### src/rtl/cpd_pkg.sv
package cpd_pkg;

    typedef enum logic [2:0] {
        ST_STRAP,
        ST_WAKE,
        ST_RUN,
        ST_STOP,
        ST_OFF
    } pd_state_e;

    localparam int N_PHASE = 7;
    localparam int PH_CPU  = 0;
    localparam int PH_MEM  = 1;
    localparam int PH_APIC = 2;
    localparam int PH_F66  = 3;
    localparam int PH_F33  = 4;
    localparam int PH_USB  = 5;
    localparam int PH_REF  = 6;

    localparam int N_REF   = 2;

    localparam int N_GATE     = 9;
    localparam int GT_CPU_LO  = 0;
    localparam int GT_CPU_HI  = 1;
    localparam int GT_MEM     = 2;
    localparam int GT_APIC_LO = 3;
    localparam int GT_APIC_HI = 4;
    localparam int GT_F66     = 5;
    localparam int GT_F33     = 6;
    localparam int GT_USB     = 7;
    localparam int GT_REF     = 8;

    typedef struct packed {
        logic apic_div4;
        logic test_mode;
    } strap_t;

    function automatic int gate_phase(input int g);
        case (g)
            GT_CPU_LO, GT_CPU_HI:   return PH_CPU;
            GT_MEM:                 return PH_MEM;
            GT_APIC_LO, GT_APIC_HI: return PH_APIC;
            GT_F66:                 return PH_F66;
            GT_F33:                 return PH_F33;
            GT_USB:                 return PH_USB;
            default:                return PH_REF;
        endcase
    endfunction

    function automatic bit gate_is_upper(input int g);
        return (g == GT_CPU_HI) || (g == GT_APIC_HI);
    endfunction

endpackage

### src/rtl/cpd_sync.sv
module cpd_sync #(
    parameter int STAGES  = 2,
    parameter bit RST_VAL = 1'b1
) (
    input  logic clk,
    input  logic rst,
    input  logic d,
    output logic q
);
    logic [STAGES-1:0] chain;

    always_ff @(posedge clk) begin
        if (rst) chain <= {STAGES{RST_VAL}};
        else     chain <= {chain[STAGES-2:0], d};
    end

    assign q = chain[STAGES-1];
endmodule

### src/rtl/cpd_gate.sv
module cpd_gate (
    input  logic clk,
    input  logic rst,
    input  logic phase,
    input  logic want,
    output logic en,
    output logic gclk
);
    // enable moves only while the phase is low: no runt pulses
    always_ff @(posedge clk) begin
        if (rst)        en <= 1'b0;
        else if (!phase) en <= want;
    end

    assign gclk = phase & en;
endmodule

### src/rtl/cpd_seq.sv
module cpd_seq
    import cpd_pkg::*;
#(
    parameter int STRAP_CYCLES = 16,
    parameter int WAKE_CYCLES  = 42955
) (
    input  logic            clk,
    input  logic            rst,
    input  logic            run_req,
    input  logic            wide_s,
    input  logic [N_REF-1:0] pads,
    input  logic            all_off,
    output logic            run_want,
    output logic            upper_want,
    output strap_t          straps,
    output logic            ref_oe,
    output logic            osc_en,
    output logic            pll_en
);
    localparam int CNT_MAX = (STRAP_CYCLES > WAKE_CYCLES) ? STRAP_CYCLES : WAKE_CYCLES;
    localparam int CW      = $clog2(CNT_MAX + 1);

    pd_state_e     st, st_nx;
    logic [CW-1:0] cnt;
    logic          strap_last;
    logic          wide_q;

    assign strap_last = (st == ST_STRAP) && (cnt == CW'(STRAP_CYCLES - 1));

    always_comb begin
        st_nx = st;
        case (st)
            ST_STRAP: if (strap_last) st_nx = run_req ? ST_WAKE : ST_OFF;
            ST_WAKE: begin
                if (!run_req)                         st_nx = ST_OFF;
                else if (cnt == CW'(WAKE_CYCLES - 1)) st_nx = ST_RUN;
            end
            ST_RUN:  if (!run_req) st_nx = ST_STOP;
            ST_STOP: if (all_off)  st_nx = ST_OFF;
            ST_OFF:  if (run_req)  st_nx = ST_WAKE;
            default: st_nx = ST_OFF;
        endcase
    end

    always_ff @(posedge clk) begin
        if (rst) begin
            st  <= ST_STRAP;
            cnt <= '0;
        end else begin
            st <= st_nx;
            if (st_nx != st)                        cnt <= '0;
            else if (st == ST_STRAP || st == ST_WAKE) cnt <= cnt + 1'b1;
        end
    end

    always_ff @(posedge clk) begin
        if (rst) begin
            straps <= '0;
            ref_oe <= 1'b0;
            wide_q <= 1'b1;
        end else begin
            if (strap_last) begin
                straps.apic_div4 <= pads[0];
                straps.test_mode <= ~pads[1];
                ref_oe           <= 1'b1;
            end
            if (st != ST_STRAP || strap_last) wide_q <= wide_s;
        end
    end

    assign run_want   = (st == ST_RUN);
    assign upper_want = run_want & wide_q;
    assign osc_en     = (st != ST_OFF);
    assign pll_en     = (st != ST_OFF);
endmodule

### src/rtl/clk_pd_ctrl.sv
module clk_pd_ctrl
    import cpd_pkg::*;
#(
    parameter int N_CPU        = 7,
    parameter int N_MEM        = 2,
    parameter int N_APIC       = 7,
    parameter int N_F66        = 4,
    parameter int N_F33        = 2,
    parameter int N_UPPER      = 2,
    parameter int SYNC_STAGES  = 2,
    parameter int STRAP_CYCLES = 16,
    parameter int WAKE_CYCLES  = 42955
) (
    input  logic               clk,
    input  logic               rst,
    input  logic               pd_req_n,
    input  logic               wide_sel,
    input  logic [N_REF-1:0]   strap_pad,
    input  logic [N_PHASE-1:0] phase_in,
    output logic [N_CPU-1:0]   cpu_clk,
    output logic [N_MEM-1:0]   mem_clk,
    output logic [N_APIC-1:0]  apic_clk,
    output logic [N_F66-1:0]   f66_clk,
    output logic [N_F33-1:0]   pci_clk,
    output logic               usb_clk,
    output logic [N_REF-1:0]   ref_clk,
    output logic               ref_oe,
    output logic               osc_en,
    output logic               pll_en,
    output logic               apic_div4,
    output logic               test_mode
);
    localparam int N_CPU_LO  = N_CPU - N_UPPER;
    localparam int N_APIC_LO = N_APIC - N_UPPER;

    logic        run_s, wide_s;
    logic        run_want, upper_want, all_off;
    strap_t      straps;
    logic [N_GATE-1:0] gate_want, gate_en, gate_on;

    cpd_sync #(.STAGES(SYNC_STAGES), .RST_VAL(1'b1)) u_sync_pd (
        .clk(clk), .rst(rst), .d(pd_req_n), .q(run_s)
    );

    cpd_sync #(.STAGES(SYNC_STAGES), .RST_VAL(1'b1)) u_sync_wide (
        .clk(clk), .rst(rst), .d(wide_sel), .q(wide_s)
    );

    cpd_seq #(.STRAP_CYCLES(STRAP_CYCLES), .WAKE_CYCLES(WAKE_CYCLES)) u_seq (
        .clk(clk), .rst(rst), .run_req(run_s), .wide_s(wide_s), .pads(strap_pad),
        .all_off(all_off), .run_want(run_want), .upper_want(upper_want),
        .straps(straps), .ref_oe(ref_oe), .osc_en(osc_en), .pll_en(pll_en)
    );

    always_comb begin
        for (int g = 0; g < N_GATE; g++)
            gate_want[g] = gate_is_upper(g) ? upper_want : run_want;
    end

    generate
        for (genvar g = 0; g < N_GATE; g++) begin : g_gate
            cpd_gate u_gate (
                .clk(clk), .rst(rst), .phase(phase_in[gate_phase(g)]),
                .want(gate_want[g]), .en(gate_en[g]), .gclk(gate_on[g])
            );
        end
    endgenerate

    assign all_off = ~|gate_en;

    assign cpu_clk   = {{N_UPPER{gate_on[GT_CPU_HI]}},  {N_CPU_LO{gate_on[GT_CPU_LO]}}};
    assign apic_clk  = {{N_UPPER{gate_on[GT_APIC_HI]}}, {N_APIC_LO{gate_on[GT_APIC_LO]}}};
    assign mem_clk   = {N_MEM{gate_on[GT_MEM]}};
    assign f66_clk   = {N_F66{gate_on[GT_F66]}};
    assign pci_clk   = {N_F33{gate_on[GT_F33]}};
    assign usb_clk   = gate_on[GT_USB];
    assign ref_clk   = {N_REF{gate_on[GT_REF]}};
    assign apic_div4 = straps.apic_div4;
    assign test_mode = straps.test_mode;
endmodule

### config.mk
export PLATFORM = sky130hd
export DESIGN_NAME = clk_pd_ctrl
export DESIGN_NICKNAME = d
export VERILOG_FILES = /design/src/rtl/cpd_pkg.sv /design/src/rtl/cpd_sync.sv /design/src/rtl/cpd_gate.sv /design/src/rtl/cpd_seq.sv /design/src/rtl/clk_pd_ctrl.sv
export SDC_FILE = /design/constraint.sdc
export NUM_CORES = 1
export LEC_CHECK = 0
export ABC_AREA = 1
export BUFFER_PORTS_ARGS = -buffer_cell sky130_fd_sc_hd__buf_2
export CAP_MARGIN = 15
export CELL_PAD_IN_SITES_DETAIL_PLACEMENT = 0
export CELL_PAD_IN_SITES_GLOBAL_PLACEMENT = 1
export CORE_UTILIZATION = 35
export CTS_BUF_LIST = sky130_fd_sc_hd__clkbuf_16
export CTS_CLUSTER_DIAMETER = 200
export DETAILED_ROUTE_END_ITERATION = 7
export HOLD_SLACK_MARGIN = 0.15
export PLACE_DENSITY_LB_ADDON = 0.3
export SLEW_MARGIN = 40
export SYNTH_ARGS = -nofsm -noshare
export SYNTH_HDL_FRONTEND = slang
export SYNTH_SLANG_ARGS = --single-unit
export TNS_END_PERCENT = 10
### constraint.sdc
create_clock -name clk -period 2.15 [get_ports clk]
set_clock_uncertainty 0.1 [all_clocks]
set_input_delay 0.43 -clock clk [delete_from_list [all_inputs] [get_ports clk]]
set_output_delay 0.43 -clock clk [all_outputs]
set_load 0.02 [all_outputs]
==> reports/results.ini <==
[synthesis]
synth_edf_count = 0
synthMuxAreaShare_pct = 0
mappedNetlistNets = 309
async_reset_ff_share_pct = 0
synth_area_per_cell_sq_um = 7.214
yosysSeqAreaShare_pct = 33.98
synth-compound-area-share_pct = 4.366
synthTopCellsByArea = dfxtp_1 34%, nand2_1 9.6%, buf_4 8.8%
synth_fa_ha_area_share_pct = 1.180
synth-simple-area-share_pct = 37.64
yosysTopAreaCellShare_pct = 33.98
ys.flop_type = dfxtp_1
ys_types = 27
synth_area_sq_um = 2121
synth_top_cell_by_area = dfxtp_1
ys_ff_latch = 36
synth_most_common_cell = nand2_1
ys_warn_count = 0
synth-xor-area-share_pct = 4.543
synth_cells = 294
synth_top_family_by_area = simple AND/OR/NAND/NOR gates
synthTopCellsByCount = 54 x nand2_1, 50 x nor2_1, 36 x dfxtp_1

[global_routing]
grt_pass1_wl_um = 6893
use_met2_pct = 20.77
met1_usage_pct = 18.69
use_met3_pct = 3.771
grt_max_degree = 17
grt_overflow_total = 0
grtUsageTotal_pct = 13.93
grt_pass1_vias = 1553
antenna_found_initial = 0
grt_busiest_layer = met2

[layout]
fin_area_sq_um = 2346
final_layout_size_suffix_gt1_share_pct = 28.08
n_antenna_cell = 0
nets = 331
num-fill-cells = 614
area_delta_synth_final_pct = 10.62

[setup_path]
path_class = reg -> reg
worstPathArrival_ns = 1.93
cp_cell_sequence = ha_1 -> nand3_1 -> nor2_1 -> nand3_1 -> nor2_1 -> nor2_2 -> nand3_1 -> nand2_2 -> nand2_4 -> nor2_1
r2r_slack_ns = 0.28
max_stage_delay_ns = 0.38
critPathMaxFanout = 16
cp.required_ns = 2.21
startpoint_type = flip-flop
slowest_stage = dfxtp_1
cp-end-kind = flip-flop

[clock_tree]
path_clk_slew_ns = 0.06
root_buffer = clkbuf_16
cts_tree = yes
cts.htree.levels = 2
cts_sinks = 36
clk_path_buf_depth = 2
insertion_delay_ns = 0.28
cts_made_buffers = 5
cts_resized = 0
cts_hold_buf = 0
post-cts-setup-buffers = 0

[floorplan]
io_pins = 43
initial_core_util_pct = 37.37
rows = 27
fp.coreArea_sq_um = 5675
die-area_sq_um = 6374
die_w_um = 79.84
die_h_um = 79.84

[sta]
slew_violations = 0
tightestPinTransition_ns = 0.3612
hold_violations = 0
finalSetupViolCount = 0
fin_crit_sh_pct = 87.10
tns_ns = 0
grt_setup_unrepaired = false
slew_headroom_pct = 75.73
fmax_ghz = 0.5340
min_period_ns = 1.873
finalWorstSetupSlack_ns = 0.2774

[detailed_routing]
vias = 1692
drt_first_pass_iters = 4
vias_per_cell = 4.350
drc_errors = 0
wl_um = 3840
avgRoutedWirePerCell_um = 9.871
drtIter0Drc = 78
antenna_left = 0

[place]
dp_hpwl_um = 3034
dpl_cell_area_sq_um = 2197
place_congestion = 0.8073
post-place-ws_ns = 0.2358
port_buffers = 42

[power]
p_total_w = 0.001488
power.leakage_nw = 1.201
power_density_nw_per_um2 = 634.5
peakVddDrop_uv = 437.3

[job]
drv_cap = 0

[min_path]
hp-class = in -> reg

[run_status]
outcome = complete, no violations

registers in the layout, indices dropped and copies added (netlist names):
name / flops
u_seq.wide_q: 1
u_seq.cnt: 16
u_sync_pd.chain: 2
u_seq.ref_oe: 1
u_seq.straps: 2
g_gate.u_gate.en: 9
u_sync_wide.chain: 2
u_seq.st: 3
metrics by stage:
step	utilization [%]	hold WS, ns	instances
floorplan	-	0.2895	294
global route	41.34	0.2227	389
finish	41.34	0.2179	389
detailed placement	38.71	0.2958	381
CTS	41.34	0.2154	389
global placement	38.71	0.2906	381
worst max-delay path, delay by kind of cell (launching register included):
family,cells,cell delay (ns)
AND/OR/NAND/NOR,9,1.07
flip-flops,1,0.38
adder cells (fa/ha/maj),1,0.21
routing by layer:
layer  share of wire [%]  up-vias
met5                   0        -
met4                 1.6        0
met3                 4.7        6
met2                  41       39
met1                  53      727
li1                    -      920
kinds of logic after synthesis:
kind of cell | Yosys count
AO/OA/AOI/OAI | 18
AND/OR/NAND/NOR | 158
adder cells (fa/ha/maj) | 2
buffers and inverters | 69
flip-flops | 36
XOR/XNOR | 11
report_power, final:
group | internal [W] | switching [W] | total [W] | leakage (nW)
Sequential | 0.000679 | 0.0000110 | 0.000690 | 0.292
Clock | 0.000430 | 0.000275 | 0.000705 | 0.0660
Combinational | 0.0000332 | 0.0000604 | 0.0000936 | 0.843
Total | 0.00114 | 0.000347 | 0.00149 | 1.20
area by class of cell:
cell class | count | area [sq um] | area share [%]
tap | 72 | 90.09 | 3.840
clock inverter | 3 | 23.77 | 1.013
sequential | 36 | 720.7 | 30.72
inverter | 41 | 156.4 | 6.667
timing repair buffer | 43 | 217.7 | 9.280
clock buffer | 5 | 125.1 | 5.333
multi-input combinational | 189 | 1012 | 43.15
worst paths after layout:
kind | from | end | cells past startpoint
worst max-delay path | u_seq.cnt[0]$_SDFFE_PP0P_ | u_seq.cnt[12]$_SDFFE_PP0P_ | 10
worst min-delay path | strap_pad[1] | u_seq.straps[0]$_SDFFE_PP0P_ | 2
worst max register to register | u_seq.cnt[0]$_SDFFE_PP0P_ | u_seq.cnt[12]$_SDFFE_PP0P_ | 10
worst min register to register | u_sync_wide.chain[0]$_SDFF_PP1_ | u_sync_wide.chain[1]$_SDFF_PP1_ | 1
layout by cell type (no fill, tap or decap), drive strengths merged, types with 2 or more instances in the layout:
master / count
a21oi: 10
buf: 43
clkbuf: 5
clkinvlp: 2
dfxtp: 36
ha: 2
inv: 41
nand2: 61
nand3: 15
nand4: 5
nor2: 66
nor3: 5
o21ai: 7
or2: 5
xnor2: 2
xor2: 9
(Power assumes the default switching activity.)
